## src/rtl/freq_ldr_pkg.sv

```systemverilog
`timescale 1ns/1ps
package freq_ldr_pkg;

  localparam int ADDR_W    = 4;
  localparam int HALF_W    = 12;
  localparam int WORD_W    = ADDR_W + HALF_W;
  localparam int NUM_FREQ  = 2;
  localparam int PAIR_BIT  = 11;

  localparam logic [ADDR_W-1:0] ADDR_CTRL      = 4'h0;
  localparam int                ADDR_FREQ_BASE = 2;
  localparam logic [HALF_W-1:0] CTRL_RESV_MASK = 12'h003;

  typedef enum logic [1:0] {
    KIND_NONE,
    KIND_CTRL,
    KIND_LO,
    KIND_HI
  } wkind_e;

  // Address of one half of frequency register idx (hi selects the upper half).
  function automatic logic [ADDR_W-1:0] freq_addr(input int idx, input bit hi);
    return ADDR_W'(ADDR_FREQ_BASE + 2 * idx + (hi ? 1 : 0));
  endfunction

endpackage

```

## src/rtl/rst_sync.sv

```systemverilog
`timescale 1ns/1ps
module rst_sync #(
  parameter int STAGES = 2
) (
  input  logic clk_i,
  input  logic rst_ni,
  output logic rst_no
);

  logic [STAGES-1:0] sync_q;

  always_ff @(posedge clk_i or negedge rst_ni) begin
    if (!rst_ni) begin
      sync_q <= '0;
    end else begin
      sync_q <= {sync_q[STAGES-2:0], 1'b1};
    end
  end

  assign rst_no = sync_q[STAGES-1];

endmodule

```

## src/rtl/freq_addr_decode.sv

```systemverilog
`timescale 1ns/1ps
module freq_addr_decode
  import freq_ldr_pkg::*;
#(
  parameter int NFREQ = NUM_FREQ,
  parameter int HW    = HALF_W,
  localparam int IDX_W = (NFREQ > 1) ? $clog2(NFREQ) : 1
) (
  input  logic                  wr_en_i,
  input  logic [ADDR_W+HW-1:0]  word_i,
  output wkind_e                kind_o,
  output logic [IDX_W-1:0]      idx_o,
  output logic [HW-1:0]         data_o
);

  logic [ADDR_W-1:0] addr;

  assign addr   = word_i[ADDR_W+HW-1:HW];
  assign data_o = word_i[HW-1:0];

  always_comb begin
    kind_o = KIND_NONE;
    idx_o  = '0;
    if (wr_en_i) begin
      if (addr == ADDR_CTRL) begin
        kind_o = KIND_CTRL;
      end
      for (int i = 0; i < NFREQ; i++) begin
        if (addr == freq_addr(i, 1'b0)) begin
          kind_o = KIND_LO;
          idx_o  = IDX_W'(i);
        end
        if (addr == freq_addr(i, 1'b1)) begin
          kind_o = KIND_HI;
          idx_o  = IDX_W'(i);
        end
      end
    end
  end

endmodule

```

## src/rtl/freq_pair_stager.sv

```systemverilog
`timescale 1ns/1ps
module freq_pair_stager
  import freq_ldr_pkg::*;
#(
  parameter int NFREQ = NUM_FREQ,
  parameter int HW    = HALF_W,
  localparam int IDX_W = (NFREQ > 1) ? $clog2(NFREQ) : 1
) (
  input  logic              clk_i,
  input  logic              rst_ni,
  input  logic              wr_i,
  input  wkind_e            kind_i,
  input  logic [IDX_W-1:0]  idx_i,
  input  logic [HW-1:0]     data_i,
  input  logic              paired_i,
  output logic [NFREQ-1:0]  lo_we_o,
  output logic [NFREQ-1:0]  hi_we_o,
  output logic [HW-1:0]     lo_data_o,
  output logic [HW-1:0]     hi_data_o
);

  logic             pend_v_q,   pend_v_d;
  logic [IDX_W-1:0] pend_idx_q, pend_idx_d;
  logic [HW-1:0]    pend_dat_q, pend_dat_d;
  logic             pend_en;

  // Next-state and write-enable steering.
  always_comb begin
    lo_we_o    = '0;
    hi_we_o    = '0;
    lo_data_o  = data_i;
    hi_data_o  = data_i;
    pend_v_d   = pend_v_q;
    pend_idx_d = pend_idx_q;
    pend_dat_d = pend_dat_q;
    pend_en    = 1'b0;
    if (wr_i) begin
      // Any write consumes or discards the stage unless it refills it.
      pend_v_d = 1'b0;
      if (paired_i) begin
        unique case (kind_i)
          KIND_LO: begin
            pend_v_d   = 1'b1;
            pend_idx_d = idx_i;
            pend_dat_d = data_i;
            pend_en    = 1'b1;
          end
          KIND_HI: begin
            if (pend_v_q && (pend_idx_q == idx_i)) begin
              lo_we_o[idx_i] = 1'b1;
              hi_we_o[idx_i] = 1'b1;
              lo_data_o      = pend_dat_q;
            end
          end
          default: ;
        endcase
      end else begin
        unique case (kind_i)
          KIND_LO: lo_we_o[idx_i] = 1'b1;
          KIND_HI: hi_we_o[idx_i] = 1'b1;
          default: ;
        endcase
      end
    end
  end

  always_ff @(posedge clk_i or negedge rst_ni) begin
    if (!rst_ni) begin
      pend_v_q   <= 1'b0;
      pend_idx_q <= '0;
      pend_dat_q <= '0;
    end else begin
      pend_v_q <= pend_v_d;
      if (pend_en) begin
        pend_idx_q <= pend_idx_d;
        pend_dat_q <= pend_dat_d;
      end
    end
  end

endmodule

```

## src/rtl/freq_half_reg.sv

```systemverilog
`timescale 1ns/1ps
module freq_half_reg #(
  parameter int HW = 12
) (
  input  logic            clk_i,
  input  logic            rst_ni,
  input  logic            lo_we_i,
  input  logic            hi_we_i,
  input  logic [HW-1:0]   lo_d_i,
  input  logic [HW-1:0]   hi_d_i,
  output logic [2*HW-1:0] q_o
);

  logic [HW-1:0] lo_q;
  logic [HW-1:0] hi_q;

  always_ff @(posedge clk_i or negedge rst_ni) begin
    if (!rst_ni) begin
      lo_q <= '0;
    end else if (lo_we_i) begin
      lo_q <= lo_d_i;
    end
  end

  always_ff @(posedge clk_i or negedge rst_ni) begin
    if (!rst_ni) begin
      hi_q <= '0;
    end else if (hi_we_i) begin
      hi_q <= hi_d_i;
    end
  end

  assign q_o = {hi_q, lo_q};

endmodule

```

## src/rtl/ctrl_word_reg.sv

```systemverilog
`timescale 1ns/1ps
module ctrl_word_reg #(
  parameter int            HW        = 12,
  parameter logic [HW-1:0] RESV_MASK = '0
) (
  input  logic          clk_i,
  input  logic          rst_ni,
  input  logic          we_i,
  input  logic [HW-1:0] d_i,
  output logic [HW-1:0] q_o
);

  logic [HW-1:0] ctrl_q;
  logic [HW-1:0] ctrl_d;

  assign ctrl_d = d_i | RESV_MASK;

  always_ff @(posedge clk_i or negedge rst_ni) begin
    if (!rst_ni) begin
      ctrl_q <= RESV_MASK;
    end else if (we_i) begin
      ctrl_q <= ctrl_d;
    end
  end

  assign q_o = ctrl_q;

endmodule

```

## src/rtl/freq_word_loader.sv

```systemverilog
`timescale 1ns/1ps
module freq_word_loader
  import freq_ldr_pkg::*;
#(
  parameter int HW = HALF_W,
  localparam int WW    = ADDR_W + HW,
  localparam int FW    = 2 * HW,
  localparam int NFREQ = 2,
  localparam int IDX_W = 1,
  localparam int F_START = 0,
  localparam int F_DELTA = 1
) (
  input  logic          clk_i,
  input  logic          rst_ni,
  input  logic          wr_en_i,
  input  logic [WW-1:0] wr_word_i,
  output logic [FW-1:0] start_freq_o,
  output logic [FW-1:0] delta_freq_o,
  output logic [HW-1:0] ctrl_o,
  output logic          paired_mode_o
);

  logic             rst_sync_n;
  wkind_e           kind;
  logic [IDX_W-1:0] idx;
  logic [HW-1:0]    data;
  logic [NFREQ-1:0] lo_we;
  logic [NFREQ-1:0] hi_we;
  logic [HW-1:0]    lo_data;
  logic [HW-1:0]    hi_data;
  logic [FW-1:0]    freq_q [NFREQ];
  logic [HW-1:0]    ctrl_q;

  rst_sync #(.STAGES(2)) i_rst_sync (
    .clk_i  (clk_i),
    .rst_ni (rst_ni),
    .rst_no (rst_sync_n)
  );

  freq_addr_decode #(.NFREQ(NFREQ), .HW(HW)) i_decode (
    .wr_en_i (wr_en_i),
    .word_i  (wr_word_i),
    .kind_o  (kind),
    .idx_o   (idx),
    .data_o  (data)
  );

  ctrl_word_reg #(.HW(HW), .RESV_MASK(CTRL_RESV_MASK)) i_ctrl (
    .clk_i  (clk_i),
    .rst_ni (rst_sync_n),
    .we_i   (kind == KIND_CTRL),
    .d_i    (data),
    .q_o    (ctrl_q)
  );

  freq_pair_stager #(.NFREQ(NFREQ), .HW(HW)) i_stager (
    .clk_i     (clk_i),
    .rst_ni    (rst_sync_n),
    .wr_i      (wr_en_i),
    .kind_i    (kind),
    .idx_i     (idx),
    .data_i    (data),
    .paired_i  (ctrl_q[PAIR_BIT]),
    .lo_we_o   (lo_we),
    .hi_we_o   (hi_we),
    .lo_data_o (lo_data),
    .hi_data_o (hi_data)
  );

  for (genvar g = 0; g < NFREQ; g++) begin : g_freq
    freq_half_reg #(.HW(HW)) i_freq (
      .clk_i   (clk_i),
      .rst_ni  (rst_sync_n),
      .lo_we_i (lo_we[g]),
      .hi_we_i (hi_we[g]),
      .lo_d_i  (lo_data),
      .hi_d_i  (hi_data),
      .q_o     (freq_q[g])
    );
  end

  assign start_freq_o  = freq_q[F_START];
  assign delta_freq_o  = freq_q[F_DELTA];
  assign ctrl_o        = ctrl_q;
  assign paired_mode_o = ctrl_q[PAIR_BIT];

endmodule

```

## config.mk

```make
export PLATFORM = sky130hd
export DESIGN_NAME = freq_word_loader
export DESIGN_NICKNAME = d
export VERILOG_FILES = /design/src/rtl/freq_ldr_pkg.sv /design/src/rtl/rst_sync.sv /design/src/rtl/freq_addr_decode.sv /design/src/rtl/freq_pair_stager.sv /design/src/rtl/freq_half_reg.sv /design/src/rtl/ctrl_word_reg.sv /design/src/rtl/freq_word_loader.sv
export SDC_FILE = /design/constraint.sdc
export NUM_CORES = 1
export LEC_CHECK = 0
export ABC_CLOCK_PERIOD_IN_PS = 2400
export BUFFER_PORTS_ARGS = -buffer_cell sky130_fd_sc_hd__buf_2
export CELL_PAD_IN_SITES_DETAIL_PLACEMENT = 1
export CELL_PAD_IN_SITES_GLOBAL_PLACEMENT = 1
export CORE_MARGIN = 2
export CORE_UTILIZATION = 40
export CTS_CLUSTER_SIZE = 8
export DETAILED_ROUTE_END_ITERATION = 10
export PLACE_DENSITY_LB_ADDON = 0.1
export SYNTH_ARGS = -nofsm -noshare
export SYNTH_HDL_FRONTEND = slang
export SYNTH_HIERARCHICAL = 1
export SYNTH_SLANG_ARGS = --single-unit
```

## constraint.sdc

```tcl
create_clock -name clk_i -period 2.4 [get_ports clk_i]
set_clock_uncertainty 0.05 [all_clocks]
set_input_delay 0.36 -clock clk_i [delete_from_list [all_inputs] [get_ports clk_i]]
set_output_delay 0.36 -clock clk_i [all_outputs]
set_load 0.005 [all_outputs]
```

# Word level (Yosys, flattened, before mapping)
# Cells that the tools add are included.
[word_totals]
elab_cells = 49
out_inout_bits = 61
in_bits = 19
ff_bits = 74
[classes]
order_cmp = 2
reduce_logical = 4
n_eq_ne = 8
n_mux = 26
[ops]
columns = ["op", "count"]
rows = [
  ["$mux W12", 4],
  ["$mux W2", 13],
  ["$eq A4 B2 Y1 const B", 2],
  ["$eq A4 B3 Y1 const B", 2],
  ["$mux W1", 8],
  ["$eq A2 B2 Y1 const B", 2],
  ["$logic_not A4 Y1", 1],
  ["$reduce_and A4 Y1", 1],
  ["$eq A2 B1 Y1 const B", 1],
  ["$logic_and A1 B1 Y1", 2],
  ["$lt A1 B2 Y1 const B", 1],
  ["$demux W1 S1", 1],
  ["$eq A1 B1 Y1", 1],
  ["$ge A1 B1 Y1 const B", 1],
]

# Depth between registers and ports, before layout
[depth]
ltp_word = 12
mapped_depth = 7
mapped_depth_nobuf = 6

# Cells and area by module
# The synthesis kept the hierarchy.
[modules_own_cells]
columns = ["module", "seq_area_each_um2", "instances", "cells_each", "area_per_inst_um2"]
rows = [
  ["freq_half_reg", 600.6, 2, 50, 968.4],
  ["freq_pair_stager", 350.3, 1, 73, 899.6],
  ["ctrl_word_reg", 250.2, 1, 24, 430.4],
  ["freq_addr_decode", 0.0, 1, 19, 156.4],
  ["rst_sync", 50.0, 1, 3, 53.8],
  ["freq_word_loader", 0.0, 1, 2, 21.3],
]

# Least setup slack after synthesis
# No wires, ideal clock.
[synth_path]
path_type = "input-to-reg"
from = "input port wr_word_i[13]"
to = "register g_freq[0].i_freq.lo_q[1]"
arrival_time_ns = 2.131
t_required_ns = 2.225
path_buffers = 1
stages = 7
setup_time_ns = 0.125
path_slack_ns = 0.093
cell_sequence = "xnor2_1 > nor3b_1 > nand3_1 > nor3b_2 > buf_6 > mux2_2 > mux2_4"
[synth_between]
word_cells_on_any_way = 32
cone_classes = "order compare: 2; eq/ne: 7; mux: 20; reduce/logical: 3"
[synth_lines]
columns = ["item", "line_no", "text"]
rows = [
  ["start: declaration", "freq_word_loader.sv:16", "input logic [WW-1:0] wr_word_i,"],
  ["$eq A4 B2 Y1", "freq_addr_decode.sv:29", "if (addr == freq_addr(i, 1'b0)) begin"],
  ["$mux W2", "freq_addr_decode.sv:29", ""],
  ["$mux W2", "freq_addr_decode.sv:33", "if (addr == freq_addr(i, 1'b1)) begin"],
  ["$mux W2", "freq_addr_decode.sv:29", ""],
  ["$mux W2 (*)", "freq_addr_decode.sv:33", ""],
  ["$mux W2 (*)", "freq_addr_decode.sv:24", "if (wr_en_i) begin"],
  ["net kind[1]", "freq_word_loader.sv:24", "wkind_e kind;"],
  ["$eq A2 B2 Y1 (*)", "freq_pair_stager.sv:41", "unique case (kind_i)"],
  ["$mux W12 (*)", "freq_pair_stager.sv:41", ""],
  ["$mux W12 (*)", "freq_pair_stager.sv:40", "if (paired_i) begin"],
  ["$mux W12 (*)", "freq_pair_stager.sv:37", "if (wr_i) begin"],
  ["net lo_data[1]", "freq_word_loader.sv:29", "logic [HW-1:0] lo_data;"],
  ["end signal: assignment", "freq_half_reg.sv:21", "lo_q <= lo_d_i;"],
  ["end: declaration", "freq_half_reg.sv:14", "logic [HW-1:0] lo_q;"],
]
# Mark *: on every way through the listed nets, which the timed path passes. The rest lies on a longest branch.
# A chain may end at the register's enable or synchronous reset.

# Final worst setup path
[layout_path]
from = "input port wr_word_i[13]"
to = "register g_freq[1].i_freq.lo_q[11]"
[layout_between]
word_cells_on_any_way = 32
cone_classes = "order compare: 2; eq/ne: 7; mux: 20; reduce/logical: 3"
[layout_lines]
columns = ["item", "line_no", "text"]
rows = [
  ["$logic_not A4 Y1", "freq_addr_decode.sv:25", "if (addr == ADDR_CTRL) begin"],
  ["$mux W1", "freq_addr_decode.sv:25", ""],
  ["$mux W2", "freq_addr_decode.sv:29", ""],
  ["$mux W2", "freq_addr_decode.sv:33", ""],
  ["$mux W2", "freq_addr_decode.sv:29", ""],
  ["$mux W2 (*)", "freq_addr_decode.sv:33", ""],
  ["$mux W2 (*)", "freq_addr_decode.sv:24", ""],
  ["net kind[0]", "freq_word_loader.sv:24", ""],
  ["$eq A2 B2 Y1 (on tied branches)", "freq_pair_stager.sv:58, freq_pair_stager.sv:41", ""],
  ["$mux W2 (on tied branches)", "freq_pair_stager.sv:58, freq_pair_stager.sv:41", ""],
  ["$mux W2 (*)", "freq_pair_stager.sv:40", ""],
  ["$mux W2 (*)", "freq_pair_stager.sv:37", ""],
  ["net lo_we[1]", "freq_word_loader.sv:27", "logic [NFREQ-1:0] lo_we;"],
  ["end signal: assignment", "freq_half_reg.sv:21", ""],
  ["end: declaration", "freq_half_reg.sv:14", ""],
]
# Marked as above.

==> flow_results.xml <==
<?xml version="1.0" encoding="UTF-8"?>
<metrics>
  <group name="cts">
    <metric name="clk_latency" unit="ns">0.34</metric>
    <metric name="htree_levels" unit="">3</metric>
    <metric name="clk_root_buffer_cell" unit="">sky130_fd_sc_hd__clkbuf_8</metric>
    <metric name="path_clk_slew" unit="ns">0.07</metric>
    <metric name="number_of_cts_inserted_buffers" unit="">9</metric>
    <metric name="cts_max_path_buffers" unit="">2</metric>
    <metric name="clock_sinks" unit="">74</metric>
    <metric name="cts_tree" unit="">done</metric>
    <metric name="post_cts_buffers" unit="">0</metric>
  </group>
  <group name="layout">
    <metric name="fraction_of_layout_instances_using_a_drive_strength_above_1" unit="">0.663</metric>
    <metric name="p_r_area_growth_vs_syn" unit="%">16.2</metric>
    <metric name="fin_cells" unit="">396</metric>
    <metric name="finish.net_count" unit="">303</metric>
    <metric name="final_util" unit="">0.473</metric>
    <metric name="antenna_cells_inserted" unit="">0</metric>
  </group>
  <group name="place">
    <metric name="placed_cells" unit="">380</metric>
    <metric name="io_buffer_count" unit="">77</metric>
    <metric name="finalWeightedCongestion" unit="">0.761</metric>
    <metric name="dp.final_hpwl" unit="um">4780</metric>
  </group>
  <group name="synthesis">
    <metric name="synth.lib_cells_used.distinct" unit="">25</metric>
    <metric name="synthDominantCellAreaShare" unit="">0.529</metric>
    <metric name="synthMostInstantiatedCell" unit="">sky130_fd_sc_hd__dfrtp_1</metric>
    <metric name="post_synth_most_frequent_cells" unit="">sky130_fd_sc_hd__dfrtp_1, sky130_fd_sc_hd__mux2_4, sky130_fd_sc_hd__buf_4, sky130_fd_sc_hd__mux2_2, sky130_fd_sc_hd__buf_6</metric>
    <metric name="synth_seq_area_share" unit="">0.529</metric>
    <metric name="ys_seq_elements" unit="">74</metric>
    <metric name="dominantRegCellSynth" unit="">sky130_fd_sc_hd__dfrtp_1</metric>
    <metric name="netlist.top_cell.by_area" unit="">sky130_fd_sc_hd__dfrtp_1</metric>
    <metric name="synth-edff-count" unit="">0</metric>
    <metric name="async_reset_ff_frac" unit="">1.00</metric>
    <metric name="yosys_warnings" unit="">6</metric>
    <metric name="synth.avg_cell_area" unit="um^2">15.8</metric>
    <metric name="netlist_area" unit="um^2">3500</metric>
    <metric name="post_synth_inst_count" unit="">221</metric>
    <metric name="yosys-top-cells-area" unit="">sky130_fd_sc_hd__dfrtp_1, sky130_fd_sc_hd__mux2_4, sky130_fd_sc_hd__mux2_2</metric>
  </group>
  <group name="floorplan">
    <metric name="fp.coreArea" unit="um^2">8590</metric>
    <metric name="die-area" unit="um^2">9510</metric>
    <metric name="chipHeight" unit="um">97.5</metric>
    <metric name="core.rowCount" unit="">34</metric>
    <metric name="initial_core_util" unit="">0.407</metric>
    <metric name="floorplan.die.width" unit="um">97.5</metric>
    <metric name="count_of_pins_on_the_block_boundary" unit="">80</metric>
  </group>
  <group name="grt">
    <metric name="antenna_violations_before_repair" unit="">0</metric>
    <metric name="first_global_vias" unit="">1995</metric>
    <metric name="overflow" unit="">0</metric>
    <metric name="groute.usage.overall" unit="">0.155</metric>
    <metric name="grt_use_met3" unit="">0.0568</metric>
    <metric name="groute.layer.met2.usage" unit="">0.205</metric>
    <metric name="grt_busiest_layer" unit="">met1</metric>
    <metric name="grt_first_pass_wirelength" unit="um">11300</metric>
    <metric name="met1_usage" unit="">0.234</metric>
    <metric name="grt_start_max_net_pins" unit="">73</metric>
  </group>
  <group name="sta">
    <metric name="rsz0062_at_grt" unit="">false</metric>
    <metric name="fin_hold_ws" unit="ns">0.240</metric>
    <metric name="setup_viol" unit="">0</metric>
    <metric name="min_period" unit="ns">1.94</metric>
    <metric name="report.final.hold_viol_count" unit="">0</metric>
    <metric name="setup-tns-final" unit="ns">0</metric>
    <metric name="final.period_utilization" unit="">0.807</metric>
    <metric name="max_freq" unit="GHz">0.516</metric>
    <metric name="timing.final.max_slew_violations" unit="">0</metric>
    <metric name="tightest_slew" unit="ns">0.912</metric>
    <metric name="slew-limit-headroom" unit="">0.392</metric>
  </group>
  <group name="pwr">
    <metric name="vdd_ir_drop_max" unit="mV">0.445</metric>
    <metric name="total_power" unit="uW">3370</metric>
    <metric name="power.density" unit="nW/um^2">828</metric>
    <metric name="total_leakage_power" unit="uW">0.00205</metric>
  </group>
  <group name="route">
    <metric name="drt-vias-per-instance" unit="">4.81</metric>
    <metric name="first_iter_violations" unit="">52</metric>
    <metric name="post_drt_antenna_nets" unit="">0</metric>
    <metric name="firstDrtPassIters" unit="">3</metric>
    <metric name="vias" unit="">1904</metric>
    <metric name="routedWlPerCell" unit="um">17.3</metric>
    <metric name="totalWireLength" unit="um">6830</metric>
    <metric name="remaining_drc_errors" unit="">0</metric>
  </group>
  <group name="setup_path">
    <metric name="cp-start-kind" unit="">input port</metric>
    <metric name="cp.arrival" unit="ns">2.12</metric>
    <metric name="worst-setup-path-type" unit="">in2reg</metric>
    <metric name="critPathMaxFanout" unit="">12</metric>
    <metric name="critPathCaptureType" unit="">register</metric>
    <metric name="timing.critical_path.required" unit="ns">2.58</metric>
  </group>
  <group name="flow_run">
    <metric name="maxCapViolations" unit="">0</metric>
  </group>
  <group name="status">
    <metric name="status" unit="">finished, final reports clean</metric>
  </group>
  <group name="min_path">
    <metric name="worstHoldPathType" unit="">in2reg</metric>
  </group>
</metrics>
==> critical path, stage by stage <==
cell	delay, ns
sky130_fd_sc_hd__buf_2	0.13
sky130_fd_sc_hd__and4bb_1	0.26
sky130_fd_sc_hd__a22o_1	0.23
sky130_fd_sc_hd__and2_1	0.18
sky130_fd_sc_hd__a31oi_1	0.13
sky130_fd_sc_hd__nor3b_2	0.29
sky130_fd_sc_hd__buf_12	0.19
sky130_fd_sc_hd__mux2_2	0.33
==> area by class of cell <==
cell class | count | area (um^2)
clock inverter | 5 | 55.1
multi-input combinational | 112 | 1370
tap | 108 | 135
sequential | 74 | 1860
inverter | 1 | 3.75
timing repair buffer | 86 | 505
fill | 889 | 4530
clock buffer | 10 | 138
==> layout by cell type, fill, tap and decap left out, drive strengths merged <==
cell type / count
nor3b: 4
clkbuf: 10
nor2b: 2
dlygate4sd3: 1
bufinv: 1
clkinvlp: 2
nand4: 1
and4bb: 2
and2: 1
nor2: 1
o21ai: 1
a31oi: 2
a21oi: 1
dfrtp: 74
or2: 1
conb: 3
clkinv: 2
nand3: 1
nand2: 3
buf: 85
inv: 1
mux2: 83
nor3: 2
a22o: 1
xnor2: 3
==> through the flow <==
stage | setup slack, ns | instance area (um^2)
finish | 0.463 | 4070
global route | 0.349 | 4070
CTS | 0.442 | 4070
detailed placement | 0.107 | 3860
global placement | 0.131 | 3860
floorplan | 0.0934 | 3500
==> logic make-up after synthesis <==
logic type / count (synthesis) / share of synthesized area
xor gates and xnor gates: 3 / 0.00751
DFF: 74 / 0.529
buffers and inverters: 36 / 0.0848
and+or+nand+nor: 18 / 0.0368
muxes: 83 / 0.330
AOI/OAI and AO/OA: 5 / 0.00894
other: 2 / 0.00215
==> layer usage <==
layer	part of all wire	up-vias
met4	0.010	0
li1	-	865
met3	0.051	8
met2	0.43	55
met1	0.51	976
met5	0	-
==> power by group <==
group / internal (uW) / switching, uW
clock network: 499 / 455
logic: 485 / 218
registers: 1520 / 187
total: 2510 / 860
==> sequential cells by signal (all words and copies together), names as in the netlist <==
name and count:
i_ctrl/q_o 10, g_freq.i_freq/hi_q 24, i_stager/pend_idx_q 1, i_stager/pend_v_q 1, i_stager/pend_dat_q 12, g_freq.i_freq/lo_q 24, i_rst_sync/sync_q 2
==> what timing repair did <==
action	4_1_cts	5_1_grt
hold endpoints to repair	2	0
hold buffers	1	0
gates resized for setup	0	0
==> path summary, 6_finish.rpt <==
| path | slack [ns] | depth (start not counted) | end | start |
|---|---|---|---|---|
| worst min-delay path | 0.24 | 2 | i_stager/pend_v_q$_DFFE_PN0P_ | wr_en_i |
| min in group asynchronous | 0.27 | 2 | i_rst_sync/sync_q[1]$_DFF_PN0_ | rst_ni |
| max in group asynchronous | 1.29 | 0 | i_stager/pend_idx_q$_DFFE_PN0P_ | i_rst_sync/sync_q[1]$_DFF_PN0_ |
| worst min register to register | 0.31 | 0 | i_rst_sync/sync_q[1]$_DFF_PN0_ | i_rst_sync/sync_q[0]$_DFF_PN0_ |
| worst max register to register | 0.49 | 5 | g_freq[1].i_freq/lo_q[10]$_DFFE_PN0P_ | i_ctrl/q_o[11]$_DFFE_PN0P_ |
| worst max-delay path | 0.46 | 8 | g_freq[1].i_freq/lo_q[11]$_DFFE_PN0P_ | wr_word_i[13] |
Power figures use the tool's default switching activity.
